==> config.mk <==
export PLATFORM = sky130hd
export DESIGN_NAME = adc_sar_sequencer
export DESIGN_NICKNAME = d
export VERILOG_FILES = /design/src/rtl/adc_sar_pkg.sv /design/src/rtl/adc_conv_clk.sv /design/src/rtl/adc_sar_core.sv /design/src/rtl/adc_result_bank.sv /design/src/rtl/adc_sar_sequencer.sv
export SDC_FILE = /design/constraint.sdc
export NUM_CORES = 1
export LEC_CHECK = 0
export BUFFER_PORTS_ARGS = -buffer_cell sky130_fd_sc_hd__clkbuf_2
export CAP_MARGIN = 20
export CELL_PAD_IN_SITES_DETAIL_PLACEMENT = 0
export CELL_PAD_IN_SITES_GLOBAL_PLACEMENT = 1
export CORE_MARGIN = 2
export CORE_UTILIZATION = 31
export DETAILED_ROUTE_END_ITERATION = 8
export GPL_TIMING_DRIVEN = 1
export PLACE_DENSITY = 0.66
export SETUP_SLACK_MARGIN = 0.15
export SYNTH_ARGS = -nofsm -noshare
export SYNTH_HDL_FRONTEND = slang
export SYNTH_SLANG_ARGS = --single-unit
==> constraint.sdc <==
create_clock -name clk -period 2.57 [get_ports clk]
set_clock_uncertainty 0.1 [all_clocks]
set_input_delay 0.1285 -clock clk [delete_from_list [all_inputs] [get_ports clk]]
set_output_delay 0.1285 -clock clk [all_outputs]
set_load 0.1 [all_outputs]
==> src/rtl/adc_sar_pkg.sv <==
package adc_sar_pkg;

  typedef enum logic [1:0] {
    CSEL_DIV_A = 2'b00,
    CSEL_DIV_B = 2'b01,
    CSEL_DIV_C = 2'b10,
    CSEL_RC    = 2'b11
  } csel_e;

  function automatic int unsigned max3(input int unsigned a, input int unsigned b,
                                       input int unsigned c);
    int unsigned m;
    m = (a > b) ? a : b;
    return (m > c) ? m : c;
  endfunction

endpackage

==> src/rtl/adc_conv_clk.sv <==
module adc_conv_clk
  import adc_sar_pkg::*;
#(
  parameter int unsigned DIV_A       = 2,
  parameter int unsigned DIV_B       = 8,
  parameter int unsigned DIV_C       = 32,
  parameter int unsigned SYNC_STAGES = 2
) (
  input  logic       clk,
  input  logic       rst_n,
  input  logic [1:0] sel,
  input  logic       run,
  input  logic       sleep,
  input  logic       rc_clk,
  output logic       conv_tick
);

  localparam int unsigned DIV_MAX = max3(DIV_A, DIV_B, DIV_C);
  localparam int unsigned CW      = $clog2(DIV_MAX);

  logic [CW-1:0]          cnt_q;
  logic [SYNC_STAGES-1:0] sync_q;
  logic                   rc_prev_q;
  logic                   rc_sel;
  logic                   sys_tick;
  logic                   rc_tick;
  logic [CW-1:0]          term;

  function automatic logic [CW-1:0] term_of(input logic [1:0] s);
    case (csel_e'(s))
      CSEL_DIV_A: return CW'(DIV_A - 1);
      CSEL_DIV_B: return CW'(DIV_B - 1);
      default:    return CW'(DIV_C - 1);
    endcase
  endfunction

  assign rc_sel = (csel_e'(sel) == CSEL_RC);
  assign term   = term_of(sel);

  // RC oscillator synchronizer chain
  genvar g;
  generate
    for (g = 0; g < SYNC_STAGES; g++) begin : g_sync
      if (g == 0) begin : g_first
        always_ff @(posedge clk or negedge rst_n) begin
          if (!rst_n) sync_q[0] <= 1'b0;
          else        sync_q[0] <= rc_clk;
        end
      end else begin : g_next
        always_ff @(posedge clk or negedge rst_n) begin
          if (!rst_n) sync_q[g] <= 1'b0;
          else        sync_q[g] <= sync_q[g-1];
        end
      end
    end
  endgenerate

  always_ff @(posedge clk or negedge rst_n) begin
    if (!rst_n) rc_prev_q <= 1'b0;
    else        rc_prev_q <= sync_q[SYNC_STAGES-1];
  end

  // system-clock divider, restarted whenever idle, frozen during sleep
  always_ff @(posedge clk or negedge rst_n) begin
    if (!rst_n)                cnt_q <= '0;
    else if (!run)             cnt_q <= '0;
    else if (sleep || rc_sel)  cnt_q <= cnt_q;
    else if (cnt_q >= term)    cnt_q <= '0;
    else                       cnt_q <= cnt_q + 1'b1;
  end

  assign sys_tick  = run && !sleep && !rc_sel && (cnt_q == term);
  assign rc_tick   = run && rc_sel && sync_q[SYNC_STAGES-1] && !rc_prev_q;
  assign conv_tick = sys_tick || rc_tick;

endmodule

==> src/rtl/adc_sar_core.sv <==
module adc_sar_core #(
  parameter int unsigned RES_W = 10
) (
  input  logic                      clk,
  input  logic                      rst_n,
  input  logic                      wr_en,
  input  logic                      wr_go,
  input  logic                      conv_tick,
  input  logic                      cmp_in,
  output logic                      busy,
  output logic                      sh_connect,
  output logic [RES_W-1:0]          dac_code,
  output logic                      done_evt,
  output logic                      abort_evt,
  output logic [RES_W-1:0]          result_next,
  output logic [$clog2(RES_W+2)-1:0] step
);

  localparam int unsigned SW = $clog2(RES_W + 2);
  localparam logic [SW-1:0] LAST_STEP = SW'(RES_W);
  localparam logic [RES_W-1:0] MSB_TRIAL = {1'b1, {(RES_W-1){1'b0}}};

  logic          start_evt;
  logic          resolving;
  logic [SW-1:0] bit_idx;

  // decide one trial bit and place the next trial bit below it
  function automatic logic [RES_W-1:0] sar_step(input logic [RES_W-1:0] code,
                                                input logic [SW-1:0] idx,
                                                input logic keep);
    logic [RES_W-1:0] out;
    out = code;
    out[idx] = keep;
    if (idx != '0) out[idx - 1'b1] = 1'b1;
    return out;
  endfunction

  assign start_evt   = wr_en && wr_go && !busy;
  assign abort_evt   = wr_en && !wr_go && busy;
  assign resolving   = busy && conv_tick && (step != '0);
  assign bit_idx     = LAST_STEP - step;
  assign result_next = sar_step(dac_code, bit_idx, cmp_in);
  assign done_evt    = resolving && (step == LAST_STEP) && !abort_evt;

  always_ff @(posedge clk or negedge rst_n) begin
    if (!rst_n) begin
      busy       <= 1'b0;
      sh_connect <= 1'b1;
      dac_code   <= '0;
      step       <= '0;
    end else if (start_evt) begin
      busy       <= 1'b1;
      dac_code   <= MSB_TRIAL;
      step       <= '0;
    end else if (abort_evt || done_evt) begin
      busy       <= 1'b0;
      sh_connect <= 1'b1;
      step       <= '0;
      if (done_evt) dac_code <= result_next;
    end else if (busy && conv_tick) begin
      step <= step + 1'b1;
      if (step == '0) sh_connect <= 1'b0;
      else            dac_code   <= result_next;
    end
  end

endmodule

==> src/rtl/adc_result_bank.sv <==
module adc_result_bank #(
  parameter int unsigned RES_W = 10,
  parameter int unsigned LO_W  = 8
) (
  input  logic                  clk,
  input  logic                  rst_n,
  input  logic                  done_evt,
  input  logic [RES_W-1:0]      result_in,
  input  logic                  clr_flag,
  input  logic                  int_en,
  input  logic                  sleep,
  output logic [RES_W-LO_W-1:0] res_hi,
  output logic [LO_W-1:0]       res_lo,
  output logic                  done_flag,
  output logic                  irq,
  output logic                  wake
);

  localparam int unsigned HI_W = RES_W - LO_W;

  function automatic logic [HI_W-1:0] hi_part(input logic [RES_W-1:0] r);
    return r[RES_W-1:LO_W];
  endfunction

  function automatic logic [LO_W-1:0] lo_part(input logic [RES_W-1:0] r);
    return r[LO_W-1:0];
  endfunction

  always_ff @(posedge clk or negedge rst_n) begin
    if (!rst_n) begin
      res_hi <= '0;
      res_lo <= '0;
    end else if (done_evt) begin
      res_hi <= hi_part(result_in);
      res_lo <= lo_part(result_in);
    end
  end

  // completion wins over a simultaneous software clear
  always_ff @(posedge clk or negedge rst_n) begin
    if (!rst_n)        done_flag <= 1'b0;
    else if (done_evt) done_flag <= 1'b1;
    else if (clr_flag) done_flag <= 1'b0;
  end

  assign irq  = done_flag && int_en;
  assign wake = irq && sleep;

endmodule

==> src/rtl/adc_sar_sequencer.sv <==
module adc_sar_sequencer #(
  parameter int unsigned RES_W       = 10,
  parameter int unsigned LO_W        = 8,
  parameter int unsigned DIV_A       = 2,
  parameter int unsigned DIV_B       = 8,
  parameter int unsigned DIV_C       = 32,
  parameter int unsigned SYNC_STAGES = 2
) (
  input  logic                  clk,
  input  logic                  rst_n,
  input  logic [1:0]            sel,
  input  logic                  rc_clk,
  input  logic                  sleep,
  input  logic                  wr_en,
  input  logic                  wr_go,
  input  logic                  clr_flag,
  input  logic                  int_en,
  input  logic                  cmp_in,
  output logic                  busy,
  output logic                  sh_connect,
  output logic [RES_W-1:0]      dac_code,
  output logic [RES_W-LO_W-1:0] res_hi,
  output logic [LO_W-1:0]       res_lo,
  output logic                  done_flag,
  output logic                  irq,
  output logic                  wake
);

  localparam int unsigned SW = $clog2(RES_W + 2);

  logic             conv_tick;
  logic             done_evt;
  logic             abort_evt;
  logic [RES_W-1:0] result_next;
  logic [SW-1:0]    step;

  adc_conv_clk #(
    .DIV_A(DIV_A), .DIV_B(DIV_B), .DIV_C(DIV_C), .SYNC_STAGES(SYNC_STAGES)
  ) u_clk (
    .clk(clk), .rst_n(rst_n), .sel(sel), .run(busy), .sleep(sleep),
    .rc_clk(rc_clk), .conv_tick(conv_tick)
  );

  adc_sar_core #(.RES_W(RES_W)) u_core (
    .clk(clk), .rst_n(rst_n), .wr_en(wr_en), .wr_go(wr_go),
    .conv_tick(conv_tick), .cmp_in(cmp_in), .busy(busy),
    .sh_connect(sh_connect), .dac_code(dac_code), .done_evt(done_evt),
    .abort_evt(abort_evt), .result_next(result_next), .step(step)
  );

  adc_result_bank #(.RES_W(RES_W), .LO_W(LO_W)) u_res (
    .clk(clk), .rst_n(rst_n), .done_evt(done_evt), .result_in(result_next),
    .clr_flag(clr_flag), .int_en(int_en), .sleep(sleep), .res_hi(res_hi),
    .res_lo(res_lo), .done_flag(done_flag), .irq(irq), .wake(wake)
  );

endmodule

; Yosys cells after proc, flatten, opt, wreduce, memory -nomap -nowiden
; Index checks and enable logic that the tools add are counted.
[totals]
latch_bits = 0
in_bits = 11
wordCells = 92
memories = 0
ramBits = 0
romBits = 0
ff_bits = 35
[classes]
shift = 0
reduce_logical = 38
addsub = 4
bitwise = 2
eq_ne = 7
muxes = 25
n_lt_le_gt_ge = 5
n_div = 0
multipliers = 0
[op_table]
columns = cell, count
row1 = $mux W10, 6
row2 = $logic_and A1 B1 Y1, 18
row3 = $mux W5, 3
row4 = $mux W4, 3
row5 = $bwmux W10, 1
row6 = $lt A4 B5 Y1 const B, 2
row7 = $or A10 B10 Y10, 1
row8 = $pmux W5 S2, 1
row9 = $mux W1, 9
row10 = $demux W1 S4, 2
row11 = $ge A4 B1 Y1 const B, 2
row12 = $reduce_bool A2 Y1, 4
row13 = $reduce_bool A4 Y1, 2
row14 = $logic_not A1 Y1, 6
row15 = $ne A3 B1 Y1 const B, 2
row16 = $reduce_and A3 Y1, 2
row17 = $add A5 B1 Y5 const B, 1
row18 = $eq A5 B5 Y1, 1
row19 = $ge A5 B5 Y1, 1
row20 = $add A4 B1 Y4 const B, 1
row21 = $eq A4 B4 Y1 const B, 1
row22 = $logic_not A4 Y1, 1
row23 = $sub A4 B1 Y4 const B, 1
row24 = $sub A4 B4 Y4 const A, 1
row25 = other kinds (7), 9

; Longest topological paths before layout
[depth]
ltp_word = 12
mapped_depth = 10

; Cells and area by module
; A second synthesis with hierarchy kept.
[hier_totals]
hier_cells = 233
hier_area_um2 = 2363.5
[by_module_without_submodules]
columns = module, area_each_um2, seq_area_each_um2, cells_each, n_inst
row1 = adc_sar_core, 1407.6, 401.6, 157, 1
row2 = adc_conv_clk, 498.0, 200.2, 50, 1
row3 = adc_result_bank, 457.9, 275.3, 26, 1

; Least setup slack after synthesis
; No wires, ideal clock.
[synth_path]
path_kind = register -> register
start = register u_core.busy
end = register u_res.res_hi[1]
path_stages_with_launch = 6
synth_period_minus_slack_ns = 2.668
slack_ns = -0.098
arrival_ns = 2.442
path_cell_list = dfrtp_1 > buf_2 > nand4_1 > or2_1 > a221oi_4 > mux2_4
[synth_between]
elab_chain_cells = 8
elab_cells_between_ends = 13
cone_classes = reduce/logical: 13
[synth_rtl]
columns = element, line
row1 = from (decl), adc_sar_core.sv:10  ; output logic busy,
row2 = from (signal assigned), adc_sar_core.sv:47  ; busy <= 1'b0;
row3 = from (signal assigned), adc_sar_core.sv:52  ; busy <= 1'b1;
row4 = from (signal assigned), adc_sar_core.sv:56  ; busy <= 1'b0;
row5 = $logic_and A1 B1 Y1 (on tied branches) (3 in a row), "adc_conv_clk.sv:72, adc_conv_clk.sv:73"
row6 = $logic_or A1 B1 Y1, adc_conv_clk.sv:74  ; assign conv_tick = sys_tick || rc_tick;
row7 = $logic_and A1 B1 Y1 (2 in a row), adc_sar_core.sv:40  ; assign resolving = busy && conv_tick && (step != '0);
row8 = $logic_and A1 B1 Y1, adc_sar_core.sv:43  ; assign done_evt = resolving && (step == LAST_STEP) && !abort_evt;
row9 = $logic_and A1 B1 Y1 (*), adc_sar_core.sv:43
row10 = to (signal assigned), adc_result_bank.sv:34  ; res_hi <= hi_part(result_in);
row11 = to (decl), adc_result_bank.sv:12  ; output logic [RES_W-LO_W-1:0] res_hi,
; Every way passes the cells marked *; elsewhere a longest branch is shown, timed or not.
; A chain may end at the register's enable or synchronous reset.

; Worst setup path after layout
[layout_path]
start = register u_core.step[0]
end = register u_core.dac_code[4]
[layout_between]
elab_chain_cells = 12
elab_cells_between_ends = 32
cone_classes = add/sub: 2 / order compare: 4 / eq/ne: 3 / mux: 11 / bitwise: 1 / reduce/logical: 11
[layout_rtl]
columns = element, line
row1 = from (decl), adc_sar_core.sv:16  ; output logic [$clog2(RES_W+2)-1:0] step
row2 = from (signal assigned), adc_sar_core.sv:61  ; step <= step + 1'b1;
row3 = $sub A4 B4 Y4, adc_sar_core.sv:41  ; assign bit_idx = LAST_STEP - step;
row4 = "$sub A4 B1 Y4, or another cell as far along", adc_sar_core.sv:34  ; if (idx != '0) out[idx - 1'b1] = 1'b1;
row5 = "$lt A4 B5 Y1 (implied by the code), or another cell as far along", adc_sar_core.sv:34
row6 = $logic_and A1 B1 Y1 (implied by the code) / $mux W1 (equally long branches), "adc_sar_core.sv:34, adc_sar_core.sv:33"
row7 = $mux W1 (implied by the code) / $demux W1 S4 (equally long branches), --
row8 = $demux W1 S4 / $bwmux W10 (equally long branches), --
row9 = $or A10 B10 Y10 (no source line), --
row10 = $mux W10, adc_sar_core.sv:34
row11 = $mux W10, adc_sar_core.sv:62  ; if (step == '0) sh_connect <= 1'b0;
row12 = $mux W10, adc_sar_core.sv:60  ; end else if (busy && conv_tick) begin
row13 = $mux W10, adc_sar_core.sv:55  ; end else if (abort_evt || done_evt) begin
row14 = $mux W10, adc_sar_core.sv:51  ; end else if (start_evt) begin
row15 = to (signal assigned), adc_sar_core.sv:59  ; if (done_evt) dac_code <= result_next;
row16 = to (signal assigned), adc_sar_core.sv:63  ; else dac_code <= result_next;
row17 = to (decl), adc_sar_core.sv:12  ; output logic [RES_W-1:0] dac_code,
; Several ways; a longest one is shown, not always the timed one. The select of a mux whose other input is x is not followed.

==> impl_metrics.json <==
{
  "run_status": "finished clean",
  "die-area_um2": 7930,
  "floorplan.io_pins": 36,
  "period_minus_slack_ns": 2.31,
  "cts.clk_slew.worst_paths_ns": 0.08,
  "synthesis.yosys.warnings": 0,
  "synth_common_cells": "34 x sky130_fd_sc_hd__dfrtp_1, 21 x sky130_fd_sc_hd__nand2_1, 18 x sky130_fd_sc_hd__a21oi_1",
  "drt_wl_total_um": 5780,
  "synth-main-ff-cell": "sky130_fd_sc_hd__dfrtp_1",
  "seq_pwr_share_pct": 46.3,
  "fin_nets": 315,
  "cts.htree.levels": 2,
  "cp_slowest_cell": "sky130_fd_sc_hd__dfrtp_1",
  "fin_tns_setup_ns": 0,
  "r2r_slack_ns": 0.26,
  "hp-class": "input port to register",
  "synth-edff-count": 0,
  "clkPwrFrac_pct": 31.4,
  "endpoint_kind": "register",
  "cts_tree": "yes",
  "placementRows": 31,
  "viasPerCell": 4.96,
  "timing.hold.worst_endpoint": "u_core.busy",
  "synth-seq-area-share_pct": 39.1,
  "timing.max_slew.rel_slack_pct": 40.4,
  "drtAntennaViolNets": 0,
  "async_reset_ff_share_pct": 100,
  "worstHoldStart": "wr_en",
  "dp_hpwl_um": 4260,
  "drc": 0,
  "worst_r2r_startpoint": "u_core.step[0]",
  "grt_overflow_total": 0,
  "yosysMostFrequentCell": "sky130_fd_sc_hd__dfrtp_1",
  "setup_viol": 0,
  "crit_chain": "buf_4 > ha_2 > or2_1 > o31a_1 > a221oi_2 > a211oi_1 > nor4b_1",
  "clock_tree.buffer_depth": 2,
  "grt_max_degree": 36,
  "synth_top_cell_area_share_pct": 37.9,
  "numCtsBuffers": 5,
  "floorplan.initialDensity_pct": 31.4,
  "worstPathMaxFanout": 11,
  "final_critical_path_setup_slack_ns": 0.258,
  "comb_power_share_pct": 22.3,
  "crit_path_max_incr_delay_ns": 0.39,
  "setup.worst_path.start_class": "register",
  "period_utilization_pct": 90.0,
  "p_per_area_nw_per_um2": 467,
  "unrepaired_setup_endpoints_after_global_routing": "false",
  "hold_viol_final": 0,
  "r2r_worst_path_depth": 7,
  "area.growth.synth_to_final_pct": 23.7,
  "syn-instance-count": 244,
  "routedWlPerCell_um": 14.7,
  "postLayoutCoreUtil_pct": 38.9,
  "syn-cell-area_um2": 2240,
  "gp_routability_congestion": 0.831,
  "fmax_ghz": 0.432,
  "antenna_found_initial": 0,
  "synthesized_area_per_cell_um2": 9.19,
  "worst-endpoint-arrival_ns": 2.40,
  "place_ws_ns": 0.0962,
  "critPathKind": "register to register",
  "power_switching_mw": 0.448,
  "r2r-end": "u_core.dac_code[4]",
  "core_area_um2": 7140,
  "most_area_hungry_cell_type_in_the_yosys_netlist": "sky130_fd_sc_hd__dfrtp_1",
  "die_height_um": 89.0,
  "synth_area_leaders": "sky130_fd_sc_hd__dfrtp_1 38%, sky130_fd_sc_hd__ha_1 6.1%, sky130_fd_sc_hd__a21oi_1 4.0%",
  "syn_nets": 266,
  "vias_after_detailed_routing": 1951,
  "first_global_vias": 1800,
  "synth.distinct_cells": 60,
  "initialDrtViolationCount": 120,
  "drive_gt1_share_pct": 26.9,
  "netSwitchingFraction_pct": 34.6,
  "clock_tree.root_cell": "sky130_fd_sc_hd__clkbuf_8",
  "die_width_um": 89.0,
  "min_delay_path_depth": 3,
  "placed_cells": 379,
  "first_pass_grt_wire_length_um": 9320,
  "numPortBuffers": 35,
  "worst_skew_pair_latency_ns": 0.29,
  "worst-slew-pin-transition_ns": 0.894,
  "instances_no_fill": 393,
  "ir_drop_mv": 0.238,
  "clock_sink_count": 35,
  "internal-power_mw": 0.847,
  "leakage_nw": 1.28,
  "maxCapViolations": 0,
  "yosys_register_bits": 35,
  "drt_pre_antenna_iters": 4,
  "total_count_of_max_transition_violations_in_the_final_report": 0,
  "antenna_diode_count": 0,
  "globalRouteTotalUtil_pct": 15.4,
  "worst_hold_slack_ns": 0.0785,
  "worst_ep_required_time_ns": 2.66
}
## registers in the layout, indices dropped and copies added, names as in the netlist
| name | count |
|---|---|
| u_res.res_lo | 8 |
| u_core.busy | 1 |
| u_clk.sync_q | 2 |
| u_res.done_flag | 1 |
| u_res.res_hi | 2 |
| u_core.dac_code | 10 |
| u_core.step | 4 |
| u_clk.cnt_q | 5 |
| u_clk.rc_prev_q | 1 |
| u_core.sh_connect | 1 |
## placed cells by master (no fill, tap or decap), drive strengths merged, types with 2 or more instances in the layout
| master | n |
|---|---|
| dlygate4sd3 | 3 |
| nand2b | 7 |
| clkinvlp | 2 |
| mux2i | 2 |
| a22o | 3 |
| or2 | 2 |
| o211ai | 2 |
| o31ai | 2 |
| ha | 11 |
| o21bai | 2 |
| a31oi | 3 |
| a21boi | 3 |
| o22ai | 3 |
| nor2b | 4 |
| nand4 | 2 |
| and3 | 3 |
| nand3 | 9 |
| xor2 | 3 |
| buf | 16 |
| inv | 9 |
| clkbuf | 40 |
| dfrtp | 34 |
| o21ai | 18 |
| mux2 | 2 |
| nor3 | 4 |
| and2 | 7 |
| a221oi | 5 |
| nand2 | 21 |
| o21a | 3 |
| a21oi | 19 |
| a21o | 7 |
| a211oi | 5 |
| nor2 | 18 |
## critical path: cells and delay by family, from the launching register on
kind,cells,cell delay [ns]
AOI/OAI and AO/OA,3,0.79
adders and majority gates,1,0.26
buffers and inverters,1,0.17
DFF,1,0.39
and+or+nand+nor,2,0.49
## how the worst max path moves through the flow
stage,from,endpoint,cells past startpoint
2_1_floorplan,u_core.busy,u_res.res_hi[1],5
3_3_place_gp,u_core.step[0],u_core.dac_code[5],8
3_5_place_dp,u_core.step[1],u_core.dac_code[5],8
4_1_cts,u_core.step[0],u_core.dac_code[5],8
5_1_grt,u_core.step[0],u_core.dac_code[4],7
6_report,u_core.step[0],u_core.dac_code[4],7
## power by group through the flow
stage          Sequential [mW]  Combinational, mW  Clock (mW)
2_1_floorplan            0.704              0.109           0
3_3_place_gp             0.609              0.281           0
3_5_place_dp             0.610              0.280           0
4_1_cts                  0.599              0.284       0.422
5_1_grt                  0.604              0.313       0.451
6_report                 0.599              0.289       0.406
## kinds of logic (layout without fill, tap and decap cells)
logic type	after synthesis	in the layout	synth area share, %
compound gates	85	85	26.5
xor+xnor	4	4	2.18
fa+ha+maj	11	11	6.14
buf+inv	21	71	4.52
flops	35	35	39.1
mux	4	4	2.23
simple gates	84	84	19.4
## cell type report
cell class                      instances  area [um2]
Fill cell                             750        4360
Sequential cell                        35         880
Inverter                                9        33.8
Clock buffer                            5        68.8
Timing Repair Buffer                   54         350
Clock inverter                          3        20.0
Multi-Input combinational cell        188        1300
Tap cell                               99         124
## layer usage
layer  vias to the layer above  global-route usage (%)  wire [um]
met5                         -                       0          0
met4                         0                    4.61         99
met3                         7                    2.95        249
met2                        45                    25.1       2730
met1                       905                    20.8       2700
li1                        994                       -          -
## stage by stage
stage	total power, mW	instance area (um2)
floorplan	0.813	2240
global placement	0.890	2580
detailed placement	0.890	2580
CTS	1.31	2730
global route	1.37	2770
finish	1.29	2770
## timing repair
action | CTS | global route
hold endpoints to repair | 36 | 0
endpoints found under the setup margin | 5 | 17
hold buffers | 3 | 0
setup buffers | 1 | 2
pin swaps | 1 | 4
gates resized for setup | 1 | 7
No activity file was read; power rests on OpenSTA's default activity.
